**src/rtl/mbox_pkg.sv**
```systemverilog
// Package: register offsets and offset helpers shared by the mailbox blocks.
// Assumes byte addressing with 32-bit registers on word boundaries.
package mbox_pkg;
    localparam int unsigned OFS_REV    = 32'h000;
    localparam int unsigned OFS_MSG    = 32'h040;
    localparam int unsigned OFS_FILL   = 32'h080;
    localparam int unsigned OFS_COUNT  = 32'h0C0;
    localparam int unsigned Q_STRIDE   = 4;
    localparam int unsigned LEG_BASE   = 32'h100;
    localparam int unsigned LEG_STRIDE = 8;
    localparam int unsigned EXT_BASE   = 32'h104;
    localparam int unsigned EXT_STRIDE = 16;

    // Status register offset of user u in the selected layout.
    function automatic int unsigned stat_ofs(input bit ext, input int unsigned u);
        return ext ? (EXT_BASE + EXT_STRIDE * u) : (LEG_BASE + LEG_STRIDE * u);
    endfunction

    // Enable (legacy) or enable-set (extended) offset of user u.
    function automatic int unsigned en_ofs(input bit ext, input int unsigned u);
        return ext ? (EXT_BASE + 4 + EXT_STRIDE * u) : (LEG_BASE + 4 + LEG_STRIDE * u);
    endfunction

    // Enable-clear offset of user u (extended layout only).
    function automatic int unsigned clr_ofs(input int unsigned u);
        return EXT_BASE + 8 + EXT_STRIDE * u;
    endfunction
endpackage

```
**src/rtl/mbox_decode.sv**
```systemverilog
// Address decoder: turns the byte address into one-hot register hits.
// Assumes exact address match; misaligned or unmapped addresses hit nothing.
// The layout parameter picks which user registers exist.
module mbox_decode
    import mbox_pkg::*;
#(
    parameter int NQ  = 4,
    parameter int NU  = 2,
    parameter bit EXT = 1'b0,
    parameter int AW  = 9
) (
    input  logic [AW-1:0] addr,
    output logic          rev_hit,
    output logic [NQ-1:0] msg_hit,
    output logic [NQ-1:0] fill_hit,
    output logic [NQ-1:0] cnt_hit,
    output logic [NU-1:0] stat_hit,
    output logic [NU-1:0] en_hit,
    output logic [NU-1:0] clr_hit
);
    // Revision register hit.
    assign rev_hit = (addr == AW'(OFS_REV));

    // Per-queue register hits.
    for (genvar m = 0; m < NQ; m++) begin : g_q
        assign msg_hit[m]  = (addr == AW'(OFS_MSG   + Q_STRIDE * m));
        assign fill_hit[m] = (addr == AW'(OFS_FILL  + Q_STRIDE * m));
        assign cnt_hit[m]  = (addr == AW'(OFS_COUNT + Q_STRIDE * m));
    end

    // Per-user register hits; the clear register exists only in the extended layout.
    for (genvar u = 0; u < NU; u++) begin : g_u
        assign stat_hit[u] = (addr == AW'(stat_ofs(EXT, u)));
        assign en_hit[u]   = (addr == AW'(en_ofs(EXT, u)));
        if (EXT) begin : g_ext
            assign clr_hit[u] = (addr == AW'(clr_ofs(u)));
        end else begin : g_leg
            assign clr_hit[u] = 1'b0;
        end
    end
endmodule

```
**src/rtl/mbox_fifo.sv**
```systemverilog
// One message queue: a circular buffer of DEPTH words with a fill counter.
// Assumes push and pop are judged against the count before the edge:
// a push into a full queue is dropped even when a pop happens in the same cycle.
module mbox_fifo #(
    parameter int DEPTH = 4,
    parameter int DW    = 32,
    parameter int CW    = $clog2(DEPTH + 1)
) (
    input  logic          clk,
    input  logic          rst_n,
    input  logic          push,
    input  logic          pop,
    input  logic [DW-1:0] wdata,
    output logic [DW-1:0] head,
    output logic [CW-1:0] count,
    output logic          full,
    output logic          push_ok,
    output logic          pop_ok
);
    localparam int PW = (DEPTH > 1) ? $clog2(DEPTH) : 1;

    logic [DW-1:0] mem [DEPTH];
    logic [PW-1:0] wp, rp;
    logic          empty;

    // Advance a pointer with wrap at DEPTH-1.
    function automatic logic [PW-1:0] adv(input logic [PW-1:0] p);
        return (p == PW'(DEPTH - 1)) ? '0 : p + 1'b1;
    endfunction

    assign full    = (count == CW'(DEPTH));
    assign empty   = (count == '0);
    assign push_ok = push && !full;
    assign pop_ok  = pop && !empty;
    assign head    = empty ? '0 : mem[rp];

    // Pointer and count update.
    always_ff @(posedge clk) begin
        if (!rst_n) begin
            wp    <= '0;
            rp    <= '0;
            count <= '0;
        end else begin
            if (push_ok) wp <= adv(wp);
            if (pop_ok)  rp <= adv(rp);
            case ({push_ok, pop_ok})
                2'b10:   count <= count + 1'b1;
                2'b01:   count <= count - 1'b1;
                default: count <= count;
            endcase
        end
    end

    // Storage write; contents need no reset.
    always_ff @(posedge clk) begin
        if (push_ok) mem[wp] <= wdata;
    end
endmodule

```
**src/rtl/mbox_user_irq.sv**
```systemverilog
// Interrupt state of one user: sticky status, enable mask and the irq line.
// Assumes a hardware event wins over a clearing write to the same bit.
// EXT=0: a write to the enable register replaces it; EXT=1: set ORs, clear removes.
module mbox_user_irq #(
    parameter int NB  = 8,
    parameter bit EXT = 1'b0
) (
    input  logic          clk,
    input  logic          rst_n,
    input  logic [NB-1:0] evt,
    input  logic          stat_wr,
    input  logic          en_wr,
    input  logic          clr_wr,
    input  logic [NB-1:0] wdata,
    output logic [NB-1:0] status,
    output logic [NB-1:0] enable,
    output logic          irq
);
    logic [NB-1:0] en_next;
    logic [NB-1:0] ack;

    // Bits acknowledged by the current write.
    assign ack = stat_wr ? wdata : '0;

    // Next enable value for the selected layout.
    always_comb begin
        en_next = enable;
        if (en_wr) en_next = EXT ? (enable | wdata) : wdata;
        if (clr_wr) en_next = en_next & ~wdata;
    end

    // Status and enable registers.
    always_ff @(posedge clk) begin
        if (!rst_n) begin
            status <= '0;
            enable <= '0;
        end else begin
            status <= (status & ~ack) | evt;
            enable <= en_next;
        end
    end

    assign irq = |(status & enable);
endmodule

```
**src/rtl/mbox_ctrl.sv**
```systemverilog
// Mailbox controller top: register decode, queues, per-user interrupts, read mux.
// Assumes single-cycle register access; read data is combinational and a pop
// happens at the edge that ends a read of a message register.
module mbox_ctrl #(
    parameter int          NUM_QUEUES = 4,
    parameter int          NUM_USERS  = 2,
    parameter int          FIFO_DEPTH = 4,
    parameter bit          EXT_LAYOUT = 1'b0,
    parameter int          ADDR_W     = 9,
    parameter logic [31:0] REV_ID     = 32'h0000_0021
) (
    input  logic                 clk,
    input  logic                 rst_n,
    input  logic [ADDR_W-1:0]    bus_addr,
    input  logic                 bus_wr,
    input  logic [31:0]          bus_wdata,
    input  logic                 bus_rd,
    output logic [31:0]          bus_rdata,
    output logic [NUM_USERS-1:0] irq_out
);
    localparam int NB = 2 * NUM_QUEUES;
    localparam int CW = $clog2(FIFO_DEPTH + 1);

    logic                                rev_hit;
    logic [NUM_QUEUES-1:0]               msg_hit, fill_hit, cnt_hit;
    logic [NUM_USERS-1:0]                stat_hit, en_hit, clr_hit;
    logic [NUM_QUEUES-1:0]               q_push, q_pop, q_push_ok, q_pop_ok, q_full;
    logic [NUM_QUEUES-1:0][31:0]         q_head;
    logic [NUM_QUEUES-1:0][CW-1:0]       q_count;
    logic [NB-1:0]                       evt;
    logic [NUM_USERS-1:0][NB-1:0]        u_status, u_enable;

    mbox_decode #(
        .NQ (NUM_QUEUES),
        .NU (NUM_USERS),
        .EXT(EXT_LAYOUT),
        .AW (ADDR_W)
    ) u_decode (
        .addr    (bus_addr),
        .rev_hit (rev_hit),
        .msg_hit (msg_hit),
        .fill_hit(fill_hit),
        .cnt_hit (cnt_hit),
        .stat_hit(stat_hit),
        .en_hit  (en_hit),
        .clr_hit (clr_hit)
    );

    assign q_push = {NUM_QUEUES{bus_wr}} & msg_hit;
    assign q_pop  = {NUM_QUEUES{bus_rd}} & msg_hit;

    // One queue per index, with its two event bits.
    for (genvar m = 0; m < NUM_QUEUES; m++) begin : g_queue
        mbox_fifo #(
            .DEPTH(FIFO_DEPTH),
            .DW   (32),
            .CW   (CW)
        ) u_fifo (
            .clk    (clk),
            .rst_n  (rst_n),
            .push   (q_push[m]),
            .pop    (q_pop[m]),
            .wdata  (bus_wdata),
            .head   (q_head[m]),
            .count  (q_count[m]),
            .full   (q_full[m]),
            .push_ok(q_push_ok[m]),
            .pop_ok (q_pop_ok[m])
        );
        assign evt[2*m]   = q_push_ok[m];
        assign evt[2*m+1] = q_pop_ok[m] & q_full[m];
    end

    // One interrupt block per user; all users see the same events.
    for (genvar u = 0; u < NUM_USERS; u++) begin : g_user
        mbox_user_irq #(
            .NB (NB),
            .EXT(EXT_LAYOUT)
        ) u_irq (
            .clk    (clk),
            .rst_n  (rst_n),
            .evt    (evt),
            .stat_wr(bus_wr & stat_hit[u]),
            .en_wr  (bus_wr & en_hit[u]),
            .clr_wr (bus_wr & clr_hit[u]),
            .wdata  (bus_wdata[NB-1:0]),
            .status (u_status[u]),
            .enable (u_enable[u]),
            .irq    (irq_out[u])
        );
    end

    // Read data mux; unmapped addresses return zero.
    always_comb begin
        bus_rdata = '0;
        if (rev_hit) bus_rdata = REV_ID;
        for (int m = 0; m < NUM_QUEUES; m++) begin
            if (msg_hit[m])  bus_rdata = q_head[m];
            if (fill_hit[m]) bus_rdata = {31'b0, q_full[m]};
            if (cnt_hit[m])  bus_rdata = 32'(q_count[m]);
        end
        for (int u = 0; u < NUM_USERS; u++) begin
            if (stat_hit[u])            bus_rdata[NB-1:0] = u_status[u];
            if (en_hit[u] | clr_hit[u]) bus_rdata[NB-1:0] = u_enable[u];
        end
    end
endmodule

```
**config.mk**
```make
export PLATFORM = sky130hd
export DESIGN_NAME = mbox_ctrl
export DESIGN_NICKNAME = d
export VERILOG_FILES = /design/src/rtl/mbox_pkg.sv /design/src/rtl/mbox_decode.sv /design/src/rtl/mbox_fifo.sv /design/src/rtl/mbox_user_irq.sv /design/src/rtl/mbox_ctrl.sv
export SDC_FILE = /design/constraint.sdc
export NUM_CORES = 1
export LEC_CHECK = 0
export BUFFER_PORTS_ARGS = -buffer_cell sky130_fd_sc_hd__buf_2
export CAP_MARGIN = 25
export CORE_MARGIN = 4
export CORE_UTILIZATION = 32
export CTS_BUF_LIST = sky130_fd_sc_hd__clkbuf_2 sky130_fd_sc_hd__clkbuf_4 sky130_fd_sc_hd__clkbuf_8
export DETAILED_ROUTE_END_ITERATION = 6
export GPL_ROUTABILITY_DRIVEN = 0
export PLACE_DENSITY = 0.56
export SYNTH_ARGS = -nofsm -noshare
export SYNTH_HDL_FRONTEND = slang
export SYNTH_SLANG_ARGS = --single-unit
export TNS_END_PERCENT = 10
```
**constraint.sdc**
```tcl
create_clock -name clk -period 4.85 [get_ports clk]
set_input_delay 0.97 -clock clk [delete_from_list [all_inputs] [get_ports clk]]
set_output_delay 0.97 -clock clk [all_outputs]
set_load 0.1 [all_outputs]
```
==> reports/summary.md <==
- **clock-pin slew on the worst setup and hold paths** 0.06 ns
- **data arrival time at the worst-slack endpoint** 3.41 ns
- **width of the chip** 277.4 µm
- **area leader, netlist** edfxtp_1
- **floorplan core area** 0.07173 mm²
- **# nets final** 1522
- **met3 wire len** 3.026 mm
- **area fraction in and, or, nand and nor cells after synthesis** 6.393%
- **achievable clock frequency** 228.3 MHz
- **# clock sinks** 580
- **HPWL after DPL** 35.80 mm
- **per-cell via count in the routed design** 5.061
- **number of pins with negative max-slew slack in the final report** 0
- **1st-iter DRT viols** 1153
- **CTS Hold Bufs** 0
- **Antenna Violating Nets Remaining** 0
- **top-count cell post-synth** edfxtp_1
- **Final Total Pwr** 9.865 mW
- **CTS buffer count** 94
- **dominant register cell in the synthesized netlist** edfxtp_1
- **worst reg2reg path depth** 11
- **number of buffers added for setup after CTS** 0
- **max_slew headroom** 37.78%
- **depth of the CTS H-tree** 3
- **most numerous cell types in the synthesized netlist** edfxtp_1, mux4_2, nand2_1
- **gate count after technology mapping** 1299
- **number of remaining DRC errors** 0
- **start point of the worst min-delay path** g_queue[1].u_fifo.rp[0]
- **first-pass GRT wire length** 85.93 mm
- **Met2 Routed Length** 27.68 mm
- **Synth Area in Compound Gates** 4.422%
- **starting utilization of the core area** 32.39%
- **vertical die dimension** 277.4 µm
- **Crit. End Element** primary output
- **share of the yosys chip area belonging to registers** 72.04%
- **run status** complete, no violations
- **top fanout value on the critical path** 27
- **largest net degree at the start of global routing** 61
- **worst vdd ir** 227.3 µV
- **count of cells resized by post-cts repair** 0
- **xor/xnor cell area share of the yosys netlist** 0.3016%
- **final hold viol count** 0
- **count of cell types in the netlist** 61
- **buffer depth of the longest clock path** 3
- **startpoint type of the worst setup path** input pin
- **Reg2Reg Setup Slack** 1.76 ns
- **ratio of cells with drive above 1 in the final layout** 29.14%
- **mux contribution to synthesized area** 13.31%
- **# IOs** 79
- **Port Buffer Count** 78
- **Slew @ Worst Pin** 0.9333 ns
- **die area** 0.07697 mm²
- **flop and latch count out of synthesis** 580
- **via count** 12540
- **filler-free cell count of the finished design** 2478
- **endpoints failing setup** 0
- **power per unit of standard cell area** 359.2 mW/mm²
- **setup repair after global routing missed its margin** no
- **antenna violations before repair** 3
- **launching instance or port of the critical path** bus_addr[2]
- **data required time at the worst endpoint** 3.88 ns
- **minimum clock period** 4.381 ns
- **Leak Pwr** 8.613 nW
- **number of optimization iterations in the first detailed-route pass** 5
- **routed metal-1 wirelength** 25.51 mm
- **r2r startpoint** g_queue[3].u_fifo.count[1]
- **arithmetic-cell share of the synthesized area counting full adders, half adders and majority gates** 1.637%
- **GRT Residual Overflow** 0
- **WL/cell** 23.20 µm
- **number of warning messages in the yosys log** 0
- **top cells by area, synth** edfxtp_1, mux4_2, dfxtp_1, nand2_1, a22oi_1
- **Hold/Removal Path Class** flop to flop
- **topmost layer with routed signal wires** met5
- **number of enable flip-flop cells after synthesis** 512
- **fraction of registers with async set/reset** 0%
- **CTS Root Cell** clkbuf_8
- **period utilization** 90.32%
- **Yosys top cell area share** 66.18%
- **clock tree from TritonCTS** done
- **worst clock skew on the final layout** 0.04841 ns
- **dpl cells** 2302
- **overall routing resource usage** 14.83%
- **hold path cells** 2
- **signed area change from the synthesized netlist to the final layout** 18.22%
- **vias in the first global route** 13190
- **Hold Slack** 0.4812 ns
- **cell area after synthesis** 0.02323 mm²
- **mean cell area of the mapped netlist** 17.88 µm²
- **critical path class** input pin to primary output
- **number of max-cap violations** 0
- **largest family of logic cells by synthesized area** multiplexers
- **synthesized net count** 1372
- **number of fill cells in the layout** 6570
- **reg-to-reg endpoint** g_queue[3].u_fifo.count[2]
- **num rows** 98
- **total negative setup slack** 0 ns
- **Clock Latency Late Sink** 0.68 ns
- **Post-Place Cell Area** 0.02551 mm²
- **summed area of non-filler cells in the final layout** 0.02746 mm²
- **total wire length** 57.48 mm
[flip-flops by register name (all words and copies together), names as in the netlist, named ones only]
signal                cells
g_queue.u_fifo.count     12
g_queue.u_fifo.mem      512
g_queue.u_fifo.rp         8
g_queue.u_fifo.wp         8
g_user.u_irq.enable      16
g_user.u_irq.status      16
[worst max-delay path by stage]
stage	endpoint	slack, ns	cells after the start
after floorplan	bus_rdata[3]	-0.64	7
after global placement	bus_rdata[3]	0.50	8
after detailed placement	bus_rdata[3]	0.47	8
after CTS	bus_rdata[3]	0.46	8
after global routing	bus_rdata[3]	0.31	8
final	bus_rdata[4]	0.47	8
[through the flow]
step                      setup WS, ns  util [%]
after floorplan                -0.6379         -
after CTS                       0.4630     38.26
final                           0.4694     38.29
after global routing            0.3073     38.29
after global placement          0.5032     35.57
after detailed placement        0.4717     35.57
[final cells by class]
| type | count | area [µm²] | area share, % |
|---|---|---|---|
| diodes | 1 | 2.502 | 0.009112 |
| multi-input cells | 614 | 6083 | 22.15 |
| well taps | 950 | 1189 | 4.328 |
| repair buffers | 125 | 1386 | 5.048 |
| flip-flops and latches | 580 | 16750 | 60.98 |
| clock buffers | 135 | 1639 | 5.968 |
| clock inverters | 39 | 290.3 | 1.057 |
| inverters | 34 | 127.6 | 0.4647 |
[power by group]
group / leakage, nW / total, mW / switching [mW] / internal (mW)
combinational: 2.44 / 0.151 / 0.117 / 0.0340
sequential: 5.15 / 5.43 / 0.000461 / 5.43
clock: 1.02 / 4.29 / 1.93 / 2.35
total: 8.61 / 9.87 / 2.05 / 7.81
[cell usage in the layout, fill, tap and decap left out, types with 4 or more instances in the layout]
cell	instances
nor3_1	7
xor2_1	4
a211oi_2	4
ha_1	24
or3_1	10
fa_1	4
buf_2	46
o311ai_0	4
mux4_2	128
edfxtp_1	512
nand4_1	5
xnor2_1	4
nor4b_1	4
a31oi_1	6
inv_1	34
nor2_1	18
a21boi_0	23
buf_4	34
clkbuf_8	100
a22oi_1	42
a21oi_1	20
a21boi_1	5
nor2b_1	26
buf_12	45
and2_1	10
and2_2	16
o22ai_1	4
nand2_1	115
clkbuf_4	35
dfxtp_2	8
nand3_1	42
dfxtp_1	60
nor3b_1	4
o21ai_0	17
mux2i_1	21
clkinv_2	9
clkinv_1	21
[metal layers]
layer	global-route usage (%)	vias up
met2	24.11	415
li1	-	5499
met3	3.063	100
met4	3.801	2
met1	20.47	6526
met5	0	-
[worst max-delay path, cell delays in order]
cell     delay (ns)
buf_2          0.26
or4_1          0.71
nor4_4         0.35
buf_4          0.38
nand2_1        0.12
a31oi_1        0.23
a221o_1        0.20
buf_12         0.18
[cells by family (layout without fill, tap and decap cells)]
family	Yosys count	after routing
other	0	1
flip-flops	580	580
buffers and inverters	105	333
XOR/XNOR	8	8
AO/OA/AOI/OAI	145	145
adder cells (fa/ha/maj)	28	28
AND/OR/NAND/NOR	284	284
multiplexers	149	149
Note: power is estimated with default switching activity, not from simulation.
